===== src/rtl/dctmr_pkg.sv =====
package dctmr_pkg;

    localparam int CNT_W    = 32;
    localparam int PS_W     = 10;
    localparam int SEL_W    = 3;
    localparam int IE_BIT   = 5;
    localparam int FLAG_BIT = 8;

    localparam logic [15:0] START_OFS  = 16'h0004;
    localparam logic [15:0] GRP_BASE   = 16'h0008;
    localparam logic [15:0] GRP_STRIDE = 16'd12;

    typedef enum logic [1:0] {
        FLD_RELOAD = 2'd0,
        FLD_COUNT  = 2'd1,
        FLD_CTRL   = 2'd2
    } fld_e;

    typedef struct packed {
        logic [SEL_W-1:0] sel;
        logic             ie;
        logic             flag;
    } ctrl_t;

    typedef struct packed {
        logic       hit_start;
        logic       hit_chan;
        logic [1:0] chan;
        fld_e       fld;
    } dec_t;

    // terminal value of the prescaler count for a clock select
    function automatic logic [PS_W-1:0] ps_limit(input logic [SEL_W-1:0] sel);
        logic [PS_W-1:0] lim;
        case (sel)
            3'd0:    lim = 10'd3;
            3'd1:    lim = 10'd15;
            3'd2:    lim = 10'd63;
            3'd3:    lim = 10'd255;
            default: lim = 10'd1023;
        endcase
        return lim;
    endfunction

    function automatic logic [CNT_W-1:0] pack_ctrl(input ctrl_t c);
        logic [CNT_W-1:0] w;
        w              = '0;
        w[SEL_W-1:0]   = c.sel;
        w[IE_BIT]      = c.ie;
        w[FLAG_BIT]    = c.flag;
        return w;
    endfunction

    function automatic dec_t decode_addr(input logic [15:0] a);
        dec_t        d;
        logic [15:0] off;
        logic [15:0] q;
        logic [15:0] r;
        d     = '0;
        d.fld = FLD_RELOAD;
        off   = a - GRP_BASE;
        q     = off / GRP_STRIDE;
        r     = off - 16'(q * GRP_STRIDE);
        if (a == START_OFS) begin
            d.hit_start = 1'b1;
        end else if (a >= GRP_BASE && q < 16'd4) begin
            d.chan = q[1:0];
            if (r == 16'd0) begin
                d.hit_chan = 1'b1;
                d.fld      = FLD_RELOAD;
            end else if (r == 16'd4) begin
                d.hit_chan = 1'b1;
                d.fld      = FLD_COUNT;
            end else if (r == 16'd8) begin
                d.hit_chan = 1'b1;
                d.fld      = FLD_CTRL;
            end
        end
        return d;
    endfunction

endpackage


===== src/rtl/dctmr_prescale.sv =====
module dctmr_prescale
    import dctmr_pkg::*;
(
    input  logic             clk,
    input  logic             rst,
    input  logic             run_i,
    input  logic [SEL_W-1:0] sel_i,
    output logic             tick_o
);

    logic [PS_W-1:0] pcnt_q;
    logic [PS_W-1:0] lim;

    always_comb begin
        lim    = ps_limit(sel_i);
        tick_o = run_i && (pcnt_q >= lim);
    end

    always_ff @(posedge clk) begin
        if (rst || !run_i) begin
            pcnt_q <= '0;
        end else if (tick_o) begin
            pcnt_q <= '0;
        end else begin
            pcnt_q <= pcnt_q + 1'b1;
        end
    end

    AST_PRESC_IDLE: assert property (@(posedge clk) disable iff (rst)
        !run_i |=> (pcnt_q == '0));

endmodule


===== src/rtl/dctmr_chan.sv =====
module dctmr_chan
    import dctmr_pkg::*;
(
    input  logic             clk,
    input  logic             rst,
    input  logic             run_i,
    input  logic             rel_we_i,
    input  logic             cnt_we_i,
    input  logic             ctl_we_i,
    input  logic [CNT_W-1:0] wdata_i,
    output logic [CNT_W-1:0] rel_o,
    output logic [CNT_W-1:0] cnt_o,
    output logic [CNT_W-1:0] ctl_o,
    output logic             irq_o
);

    ctrl_t            ctl_q;
    logic [CNT_W-1:0] cnt_q;
    logic [CNT_W-1:0] rel_q;
    logic             tick;
    logic             uf;

    dctmr_prescale u_ps (
        .clk    (clk),
        .rst    (rst),
        .run_i  (run_i),
        .sel_i  (ctl_q.sel),
        .tick_o (tick)
    );

    assign uf = tick && (cnt_q == '0);

    always_ff @(posedge clk) begin
        if (rst) begin
            cnt_q <= '1;
            rel_q <= '1;
            ctl_q <= '0;
        end else begin
            if (rel_we_i && !run_i) begin
                rel_q <= wdata_i;
            end
            if (cnt_we_i && !run_i) begin
                cnt_q <= wdata_i;
            end else if (tick) begin
                cnt_q <= uf ? rel_q : cnt_q - 1'b1;
            end
            if (ctl_we_i) begin
                ctl_q.sel <= wdata_i[SEL_W-1:0];
                ctl_q.ie  <= wdata_i[IE_BIT];
            end
            // hardware set has priority over a software clear
            if (uf) begin
                ctl_q.flag <= 1'b1;
            end else if (ctl_we_i && !wdata_i[FLAG_BIT]) begin
                ctl_q.flag <= 1'b0;
            end
        end
    end

    assign rel_o = rel_q;
    assign cnt_o = cnt_q;
    assign ctl_o = pack_ctrl(ctl_q);
    assign irq_o = ctl_q.flag & ctl_q.ie;

    AST_RELOAD_ON_UF: assert property (@(posedge clk) disable iff (rst)
        uf |=> (cnt_q == $past(rel_q)));

    AST_COUNT_HELD: assert property (@(posedge clk) disable iff (rst)
        (!tick && !(cnt_we_i && !run_i)) |=> $stable(cnt_q));

    AST_FLAG_STICKY: assert property (@(posedge clk) disable iff (rst)
        (ctl_q.flag && !(ctl_we_i && !wdata_i[FLAG_BIT])) |=> ctl_q.flag);

    AST_IRQ_HELD: assert property (@(posedge clk) disable iff (rst)
        (irq_o && !ctl_we_i) |=> irq_o);

    AST_SET_WINS: assert property (@(posedge clk) disable iff (rst)
        (uf && ctl_we_i) |=> ctl_q.flag);

endmodule


===== src/rtl/dctmr_busif.sv =====
module dctmr_busif
    import dctmr_pkg::*;
#(
    parameter int N_CH   = 3,
    parameter int ADDR_W = 8
) (
    input  logic                       clk,
    input  logic                       rst,
    input  logic                       rd_i,
    input  logic                       wr_i,
    input  logic [ADDR_W-1:0]          addr_i,
    input  logic [N_CH-1:0]            start_data_i,
    input  logic [N_CH-1:0][CNT_W-1:0] rel_i,
    input  logic [N_CH-1:0][CNT_W-1:0] cnt_i,
    input  logic [N_CH-1:0][CNT_W-1:0] ctl_i,
    output logic [N_CH-1:0]            run_o,
    output logic [N_CH-1:0]            rel_we_o,
    output logic [N_CH-1:0]            cnt_we_o,
    output logic [N_CH-1:0]            ctl_we_o,
    output logic [CNT_W-1:0]           rdata_o,
    output logic                       ready_o
);

    dec_t             dec;
    logic             ch_ok;
    logic [CNT_W-1:0] rd_mux;
    logic [N_CH-1:0]  run_q;

    always_comb begin
        dec   = decode_addr(16'(addr_i));
        ch_ok = dec.hit_chan && (int'(dec.chan) < N_CH);
    end

    for (genvar c = 0; c < N_CH; c++) begin : g_we
        logic sel_c;
        assign sel_c       = wr_i && ch_ok && (dec.chan == 2'(c));
        assign rel_we_o[c] = sel_c && (dec.fld == FLD_RELOAD);
        assign cnt_we_o[c] = sel_c && (dec.fld == FLD_COUNT);
        assign ctl_we_o[c] = sel_c && (dec.fld == FLD_CTRL);
    end

    always_comb begin
        rd_mux = '0;
        if (dec.hit_start) begin
            rd_mux = CNT_W'(run_q);
        end
        for (int c = 0; c < N_CH; c++) begin
            if (ch_ok && dec.chan == 2'(c)) begin
                case (dec.fld)
                    FLD_RELOAD: rd_mux = rel_i[c];
                    FLD_COUNT:  rd_mux = cnt_i[c];
                    default:    rd_mux = ctl_i[c];
                endcase
            end
        end
    end

    always_ff @(posedge clk) begin
        if (rst) begin
            run_q   <= '0;
            rdata_o <= '0;
            ready_o <= 1'b0;
        end else begin
            ready_o <= rd_i || wr_i;
            if (rd_i) begin
                rdata_o <= rd_mux;
            end
            if (wr_i && dec.hit_start) begin
                run_q <= start_data_i;
            end
        end
    end

    assign run_o = run_q;

    AST_RUN_ONLY_BY_WRITE: assert property (@(posedge clk) disable iff (rst)
        !(wr_i && dec.hit_start) |=> $stable(run_o));

endmodule


===== src/rtl/dctmr_top.sv =====
module dctmr_top
    import dctmr_pkg::*;
#(
    parameter int N_CH   = 3,
    parameter int ADDR_W = 8
) (
    input  logic              clk,
    input  logic              rst,
    input  logic              bus_rd,
    input  logic              bus_wr,
    input  logic [ADDR_W-1:0] bus_addr,
    input  logic [CNT_W-1:0]  bus_wdata,
    output logic [CNT_W-1:0]  bus_rdata,
    output logic              bus_ready,
    output logic [N_CH-1:0]   irq
);

    logic [N_CH-1:0]            run;
    logic [N_CH-1:0]            rel_we;
    logic [N_CH-1:0]            cnt_we;
    logic [N_CH-1:0]            ctl_we;
    logic [N_CH-1:0][CNT_W-1:0] rel_v;
    logic [N_CH-1:0][CNT_W-1:0] cnt_v;
    logic [N_CH-1:0][CNT_W-1:0] ctl_v;

    dctmr_busif #(
        .N_CH   (N_CH),
        .ADDR_W (ADDR_W)
    ) u_bus (
        .clk          (clk),
        .rst          (rst),
        .rd_i         (bus_rd),
        .wr_i         (bus_wr),
        .addr_i       (bus_addr),
        .start_data_i (bus_wdata[N_CH-1:0]),
        .rel_i        (rel_v),
        .cnt_i        (cnt_v),
        .ctl_i        (ctl_v),
        .run_o        (run),
        .rel_we_o     (rel_we),
        .cnt_we_o     (cnt_we),
        .ctl_we_o     (ctl_we),
        .rdata_o      (bus_rdata),
        .ready_o      (bus_ready)
    );

    for (genvar c = 0; c < N_CH; c++) begin : g_ch
        dctmr_chan u_ch (
            .clk      (clk),
            .rst      (rst),
            .run_i    (run[c]),
            .rel_we_i (rel_we[c]),
            .cnt_we_i (cnt_we[c]),
            .ctl_we_i (ctl_we[c]),
            .wdata_i  (bus_wdata),
            .rel_o    (rel_v[c]),
            .cnt_o    (cnt_v[c]),
            .ctl_o    (ctl_v[c]),
            .irq_o    (irq[c])
        );
    end

endmodule


===== config.mk =====
export PLATFORM = sky130hd
export DESIGN_NAME = dctmr_top
export DESIGN_NICKNAME = d
export VERILOG_FILES = /design/src/rtl/dctmr_pkg.sv /design/src/rtl/dctmr_prescale.sv /design/src/rtl/dctmr_chan.sv /design/src/rtl/dctmr_busif.sv /design/src/rtl/dctmr_top.sv
export SDC_FILE = /design/constraint.sdc
export NUM_CORES = 1
export LEC_CHECK = 0
export BUFFER_PORTS_ARGS = -buffer_cell sky130_fd_sc_hd__buf_2
export CAP_MARGIN = 0
export CORE_UTILIZATION = 45
export CTS_CLUSTER_SIZE = 28
export DETAILED_ROUTE_END_ITERATION = 12
export SLEW_MARGIN = 10
export SYNTH_ARGS = -nofsm -noshare
export SYNTH_HDL_FRONTEND = slang
export SYNTH_SLANG_ARGS = --single-unit

===== constraint.sdc =====
create_clock -name clk -period 10.3 [get_ports clk]
set_clock_uncertainty 0.05 [all_clocks]
set_input_delay 3.09 -clock clk [delete_from_list [all_inputs] [get_ports clk]]
set_output_delay 3.09 -clock clk [all_outputs]
set_load 0.005 [all_outputs]

==> impl_metrics.json, run 1 <==
{
  "crit_top_cell": "ha_1",
  "clk_pin_slew_ns": 0.06,
  "crit_start": "bus_addr[3]",
  "coreArea_sq_mm": 0.0380,
  "critical_path_class": "input pin to flop",
  "cts.repair_timing.setup_buffer_count": 0,
  "outcome": "finished clean",
  "dp.final_hpwl_microns": 40700,
  "p_switching_uw": 874,
  "cts_tree": "built",
  "firstDrtPassIters": 5,
  "hold_viol_final": 0,
  "drive_gt1_share_pct": 10.1,
  "clockBufferDepth": 3,
  "drt_iter0_markers": 1429,
  "yosys-top-cells-area": "dfxtp_1 31%, mux2i_1 10%, nor2_1 8.1%",
  "grt_pass1_wl_microns": 88700,
  "avgRoutedWirePerCell_microns": 20.1,
  "wirelength_microns": 57100,
  "hp-class": "flop to flop",
  "dieArea_sq_mm": 0.0398,
  "syn_inst": 2279,
  "worst_pin_slew_ns": 1.14,
  "p_sw_share_pct": 29.9,
  "tns_ns": 0,
  "ys_warn_count": 0,
  "io_buffers": 79,
  "overflow": 0,
  "synth_seq_cells": 273,
  "io_pins": 80,
  "maxSlewHeadroom_pct": 24.0,
  "ys_types": 92,
  "htreeDepth": 2,
  "track_usage_pct": 28.6,
  "finalCritPeriodShare_pct": 93.3,
  "route.detailed.drc": 0,
  "p_clk_share_pct": 44.2,
  "p_comb_share_pct": 19.7,
  "dpl-instance-area_sq_mm": 0.0185,
  "setup_violations": 0,
  "die_y_microns": 200,
  "fmax_mhz": 104,
  "p_leak_nw": 7.59,
  "grt_setup_unrepaired": "false",
  "synth_top_area_share_pct": 31.1,
  "initial_utilization_pct": 46.2,
  "synth_edf_count": 0,
  "place_congestion": 0.916,
  "max_stage_delay_ns": 0.51,
  "area_growth_pct": 12.4,
  "r2r_start": "g_ch[1].u_ch.cnt_o[3]",
  "whs_ns": 0.402,
  "powerDensity_mw_per_mm2": 148,
  "synth_area_per_cell_sq_um": 7.70,
  "grt_max_degree": 70,
  "synth.largest_area_cell": "dfxtp_1",
  "internal_power_mw": 2.05,
  "die_x_microns": 200,
  "min_from": "u_bus.rdata_o[0]",
  "yosys.cell_count.top_type": "nor2_1",
  "num_rows": 71,
  "ctsRootBufferMaster": "clkbuf_16",
  "grt_pass1_vias": 15541,
  "vias_per_cell": 5.95,
  "synth_commonest_cells": "381 x nor2_1, 273 x dfxtp_1, 232 x nand2_1",
  "total_power_mw": 2.93,
  "clock-sinks": 273,
  "num_vias": 16927,
  "drv_slew": 0,
  "start_kind": "input pin",
  "synth-seq-area-share_pct": 31.1,
  "ant_nets": 0,
  "hold_buffers": 0,
  "async_reset_ff_share_pct": 0,
  "fillers": 3765,
  "stdcell_area_sq_mm": 0.0197,
  "ir_drop_v": 0.0000983,
  "cts.repair.resized": 0,
  "drv_cap": 0,
  "synthesis.area_sq_mm": 0.0176,
  "period_minus_slack_ns": 9.61,
  "yosys_most_used_dff": "dfxtp_1",
  "fin_nets": 2417,
  "worstPathRequired_ns": 10.64,
  "endpoint_kind": "flop",
  "seq_power_share_pct": 36.1,
  "numCtsBuffers": 34,
  "crit_slowest_cell": "or4_1",
  "clkLatencyLatePin_ns": 0.54,
  "antenna_found_initial": 1,
  "path_max_fanout": 56,
  "worst_ep_arrival_time_ns": 9.95
}
-- metrics by stage --
stage / cells / setup slack (ns) / util [%]
global placement: 2784 / 0.304 / 48.7
CTS: 2845 / 0.738 / 51.9
global route: 2846 / 0.0644 / 51.9
detailed placement: 2784 / 0.211 / 48.7
floorplan: 2291 / 0.444 / -
finish: 2846 / 0.688 / 51.9
-- routing by layer --
layer / up-vias / GRT usage, % / routed length, microns
met4: 0 / 8.76 / 1310
li1: 8251 / - / -
met2: 616 / 40.7 / 23100
met5: - / 0 / 0
met1: 7966 / 42.1 / 27300
met3: 94 / 6.48 / 5420
-- worst paths after layout --
kind | endpoint | slack, ns | cells after the start
worst max-delay path | g_ch[0].u_ch.cnt_o[18] | 0.69 | 34
worst min-delay path | u_bus.rdata_o[0] | 0.40 | 2
worst max register to register | g_ch[1].u_ch.cnt_o[3] | 6.11 | 10
worst min register to register | u_bus.rdata_o[0] | 0.40 | 2
-- area by class of cell --
cell class / instances / area, sq um / area share, %
clock inverter: 17 / 283 / 1.43
sequential: 273 / 5470 / 27.7
inverter: 61 / 231 / 1.17
antenna: 1 / 2.50 / 0.0127
timing repair buffer: 134 / 911 / 4.62
clock buffer: 44 / 918 / 4.65
tap: 511 / 639 / 3.24
multi-input combinational: 1805 / 11300 / 57.2
-- cells by family (layout without fill, tap and decap cells) --
family,after synthesis,count (layout),synth area share [%]
fa+ha+maj,65,65,4.70
xor+xnor,45,45,2.25
compound gates,555,555,21.0
buf+inv,213,256,5.27
simple gates,943,943,25.1
other cells,2,15,0.0428
flops,273,273,31.1
mux,183,183,10.5
-- power groups by stage --
stage	clock, mW	combinational [mW]	sequential (mW)
3_3_place_gp	0	0.554	1.08
6_report	1.29	0.575	1.06
3_5_place_dp	0	0.559	1.08
5_1_grt	1.36	0.619	1.06
4_1_cts	1.31	0.562	1.06
2_1_floorplan	0	0.401	1.08
-- state kept, by name (all words and copies together), names as in the netlist --
name / flops
g_ch.u_ch.cnt_o: 96
g_ch.u_ch.rel_o: 96
u_bus.rdata_o: 32
g_ch.u_ch.u_ps.pcnt_q: 30
g_ch.u_ch.ctl_o: 15
u_bus.run_o: 3
u_bus.ready_o: 1
-- worst max-delay path, delay by kind of cell --
kind	cells	cell delay [ns]
buffers and inverters	5	0.64
muxes	1	0.23
xor gates and xnor gates	1	0.14
adders and majority gates	3	0.80
and+or+nand+nor	13	2.71
AOI/OAI and AO/OA	11	2.27
-- cells in the final DEF (no fill, tap or decap), types with 15 or more instances in the layout --
cell type	n
nor2_1	378
dfxtp_1	273
nand2_1	232
mux2i_1	180
a21oi_1	104
o21ai_0	89
buf_2	78
o211ai_1	77
nand3_1	72
ha_1	62
nor3_1	59
inv_1	58
buf_4	48
o22ai_1	40
o21ai_1	38
clkbuf_16	34
or3_1	30
a22oi_1	28
nand2b_1	26
xor2_1	24
xnor2_1	21
a211oi_1	20
or4_1	19
and3_1	18
o31ai_1	17
o21a_1	17
a31oi_1	16
and2_1	15
Power figures use the tool's default switching activity.
==> inputs of run 2 (changes only) <==
SYNTH_HIERARCHICAL = 1   (was default)
==> impl_metrics.json, run 2 <==
{
  "ctsRootBufferMaster": "clkbuf_16",
  "antenna_found_initial": 0,
  "max_stage_delay_ns": 0.59,
  "synth_seq_cells": 273,
  "critical_path_class": "input pin to flop",
  "finish.utilization_pct": 49.6,
  "endpoint_kind": "flop",
  "worstPathRequired_ns": 10.67,
  "overflow": 0,
  "synth_edf_count": 0,
  "numCtsBuffers": 35,
  "grt_pass1_vias": 17564,
  "num_vias": 18999,
  "dieArea_sq_mm": 0.0455,
  "powerDensity_mw_per_mm2": 148,
  "worst_ep_arrival_time_ns": 10.17,
  "fin_ws_ns": 0.507,
  "grt_pass1_wl_microns": 101000,
  "place_ws_ns": -0.166,
  "coreArea_sq_mm": 0.0441,
  "synth_top_area_share_pct": 27.2,
  "initial_utilization_pct": 45.5,
  "yosys.cell_count.top_type": "dfxtp_1",
  "synthesis.area_sq_mm": 0.0201,
  "maxSlewHeadroom_pct": 32.3,
  "hp-class": "flop to flop",
  "ys_warn_count": 6,
  "yosys-top-cells-area": "dfxtp_1 27%, a211o_1 5.1%, mux2i_1 4.6%",
  "route.detailed.drc": 0,
  "avgRoutedWirePerCell_microns": 20.7,
  "hold_buffers": 0,
  "io_buffers": 79,
  "outcome": "finished clean",
  "ys_types": 78,
  "yosys_most_used_dff": "dfxtp_1",
  "clockBufferDepth": 3,
  "clock-sinks": 273,
  "ir_drop_v": 0.0000991,
  "synth_area_per_cell_sq_um": 8.03,
  "dp.final_hpwl_microns": 45000,
  "synth-seq-area-share_pct": 27.2,
  "num_rows": 77,
  "clkLatencyLatePin_ns": 0.54,
  "synth_top_family_by_area": "compound AO/OA/AOI/OAI gates",
  "drive_gt1_share_pct": 11.6,
  "track_usage_pct": 28.2,
  "grt_max_degree": 100,
  "synth_mux_area_share_pct": 6.38,
  "die_y_microns": 213,
  "final_common_cell": "dfxtp_1",
  "area_growth_pct": 8.93,
  "crit_slowest_cell": "a2111oi_1",
  "synth.largest_area_cell": "dfxtp_1",
  "wirelength_microns": 64400,
  "fin_nets": 2604,
  "drv_cap": 0,
  "stdcell_area_sq_mm": 0.0219,
  "cts_tree": "built",
  "yosys.area_share.simple_pct": 23.2,
  "die_x_microns": 213,
  "start_kind": "input pin",
  "finalCritPeriodShare_pct": 95.1,
  "worst_pin_slew_ns": 1.01,
  "synthAdderAreaFrac_pct": 4.06,
  "antenna_cells": 0,
  "synth_compound_area_share_pct": 26.0,
  "setup_violations": 0,
  "syn_inst": 2504,
  "ant_nets": 0,
  "dp_cells": 3050,
  "place_congestion": 0.918,
  "hold_viol_final": 0,
  "vias_per_cell": 6.11,
  "io_pins": 80,
  "path_max_fanout": 28,
  "grt_setup_unrepaired": "false",
  "fmax_mhz": 102,
  "drv_slew": 0,
  "htreeDepth": 2,
  "layout.cells.non_filler": 3108,
  "synthXorXnorAreaFrac_pct": 4.45,
  "drt_iter0_markers": 1789,
  "clk_pin_slew_ns": 0.06,
  "period_minus_slack_ns": 9.79,
  "fillers": 4305,
  "firstDrtPassIters": 6,
  "synth_commonest_cells": "273 x dfxtp_1, 201 x nor2_1, 170 x o21ai_0",
  "dpl-instance-area_sq_mm": 0.0208,
  "final_cell_mix": "273 x dfxtp_1, 197 x nor2_1, 170 x o21ai_0",
  "async_reset_ff_share_pct": 0,
  "p_leak_nw": 7.37
}
## run 2: power by group
part / internal (mW) / total (mW) / switching [mW]
Sequential: 1.06 / 1.06 / 0.0000949
Combinational: 0.369 / 1.02 / 0.655
Clock: 0.682 / 1.17 / 0.484
Total: 2.11 / 3.25 / 1.14
## run 2: layout make-up
class | instances | area, sq um | area share, %
inverter | 61 | 229 | 1.05
timing repair buffer | 148 | 1050 | 4.78
clock inverter | 6 | 33.8 | 0.154
multi-input combinational | 1977 | 13400 | 61.0
tap | 592 | 741 | 3.38
sequential | 273 | 5470 | 25.0
clock buffer | 51 | 1020 | 4.65
## run 2: per-stage QoR
stage | setup TNS, ns | hold WS, ns | total power, mW
floorplan | 0 | 0.380 | 1.81
global placement | -0.0244 | 0.392 | 2.06
detailed placement | -4.39 | 0.409 | 2.07
CTS | 0 | 0.421 | 3.24
global route | 0 | 0.442 | 3.38
finish | 0 | 0.414 | 3.25
## run 2: worst paths after layout
kind / start / endpoint / slack [ns] / cells after the start
hold reg to reg: g_ch[0].u_ch/u_ps/pcnt_q[0] / g_ch[0].u_ch/u_ps/pcnt_q[0] / 0.41 / 1
hold / removal: g_ch[0].u_ch/u_ps/pcnt_q[0] / g_ch[0].u_ch/u_ps/pcnt_q[0] / 0.41 / 1
setup reg to reg: g_ch[0].u_ch/ctl_o[1] / g_ch[0].u_ch/cnt_o[1] / 6.90 / 11
setup / recovery: bus_addr[4] / g_ch[2].u_ch/cnt_o[27] / 0.51 / 33
## run 2: cell families (layout without fill, tap and decap cells)
group                      Yosys count  after routing
and+or+nand+nor                    838            838
DFF                                273            273
AOI/OAI and AO/OA                  754            754
adders and majority gates           64             64
muxes                              124            124
buffers and inverters              344            266
other                                5             95
xor gates and xnor gates           102            102
## run 2: timing repair
action / in CTS / in global routing
setup endpoints to repair: 0 / 75
gates resized for setup: 0 / 3
setup buffers: 0 / 1
## run 2: worst max-delay path, delay by kind of cell
kind | cells | cell delay, ns
adders and majority gates | 4 | 1.20
AOI/OAI and AO/OA | 13 | 2.82
buffers and inverters | 5 | 0.67
and+or+nand+nor | 10 | 2.21
xor gates and xnor gates | 1 | 0.14
## run 2: layer usage
| layer | part of all wire (%) | track usage (%) | vias up |
|---|---|---|---|
| li1 | - | - | 9090 |
| met2 | 44 | 43.1 | 656 |
| met4 | 2.2 | 7.91 | 0 |
| met5 | 0 | 0 | - |
| met3 | 7.1 | 4.07 | 91 |
| met1 | 47 | 40.9 | 9162 |
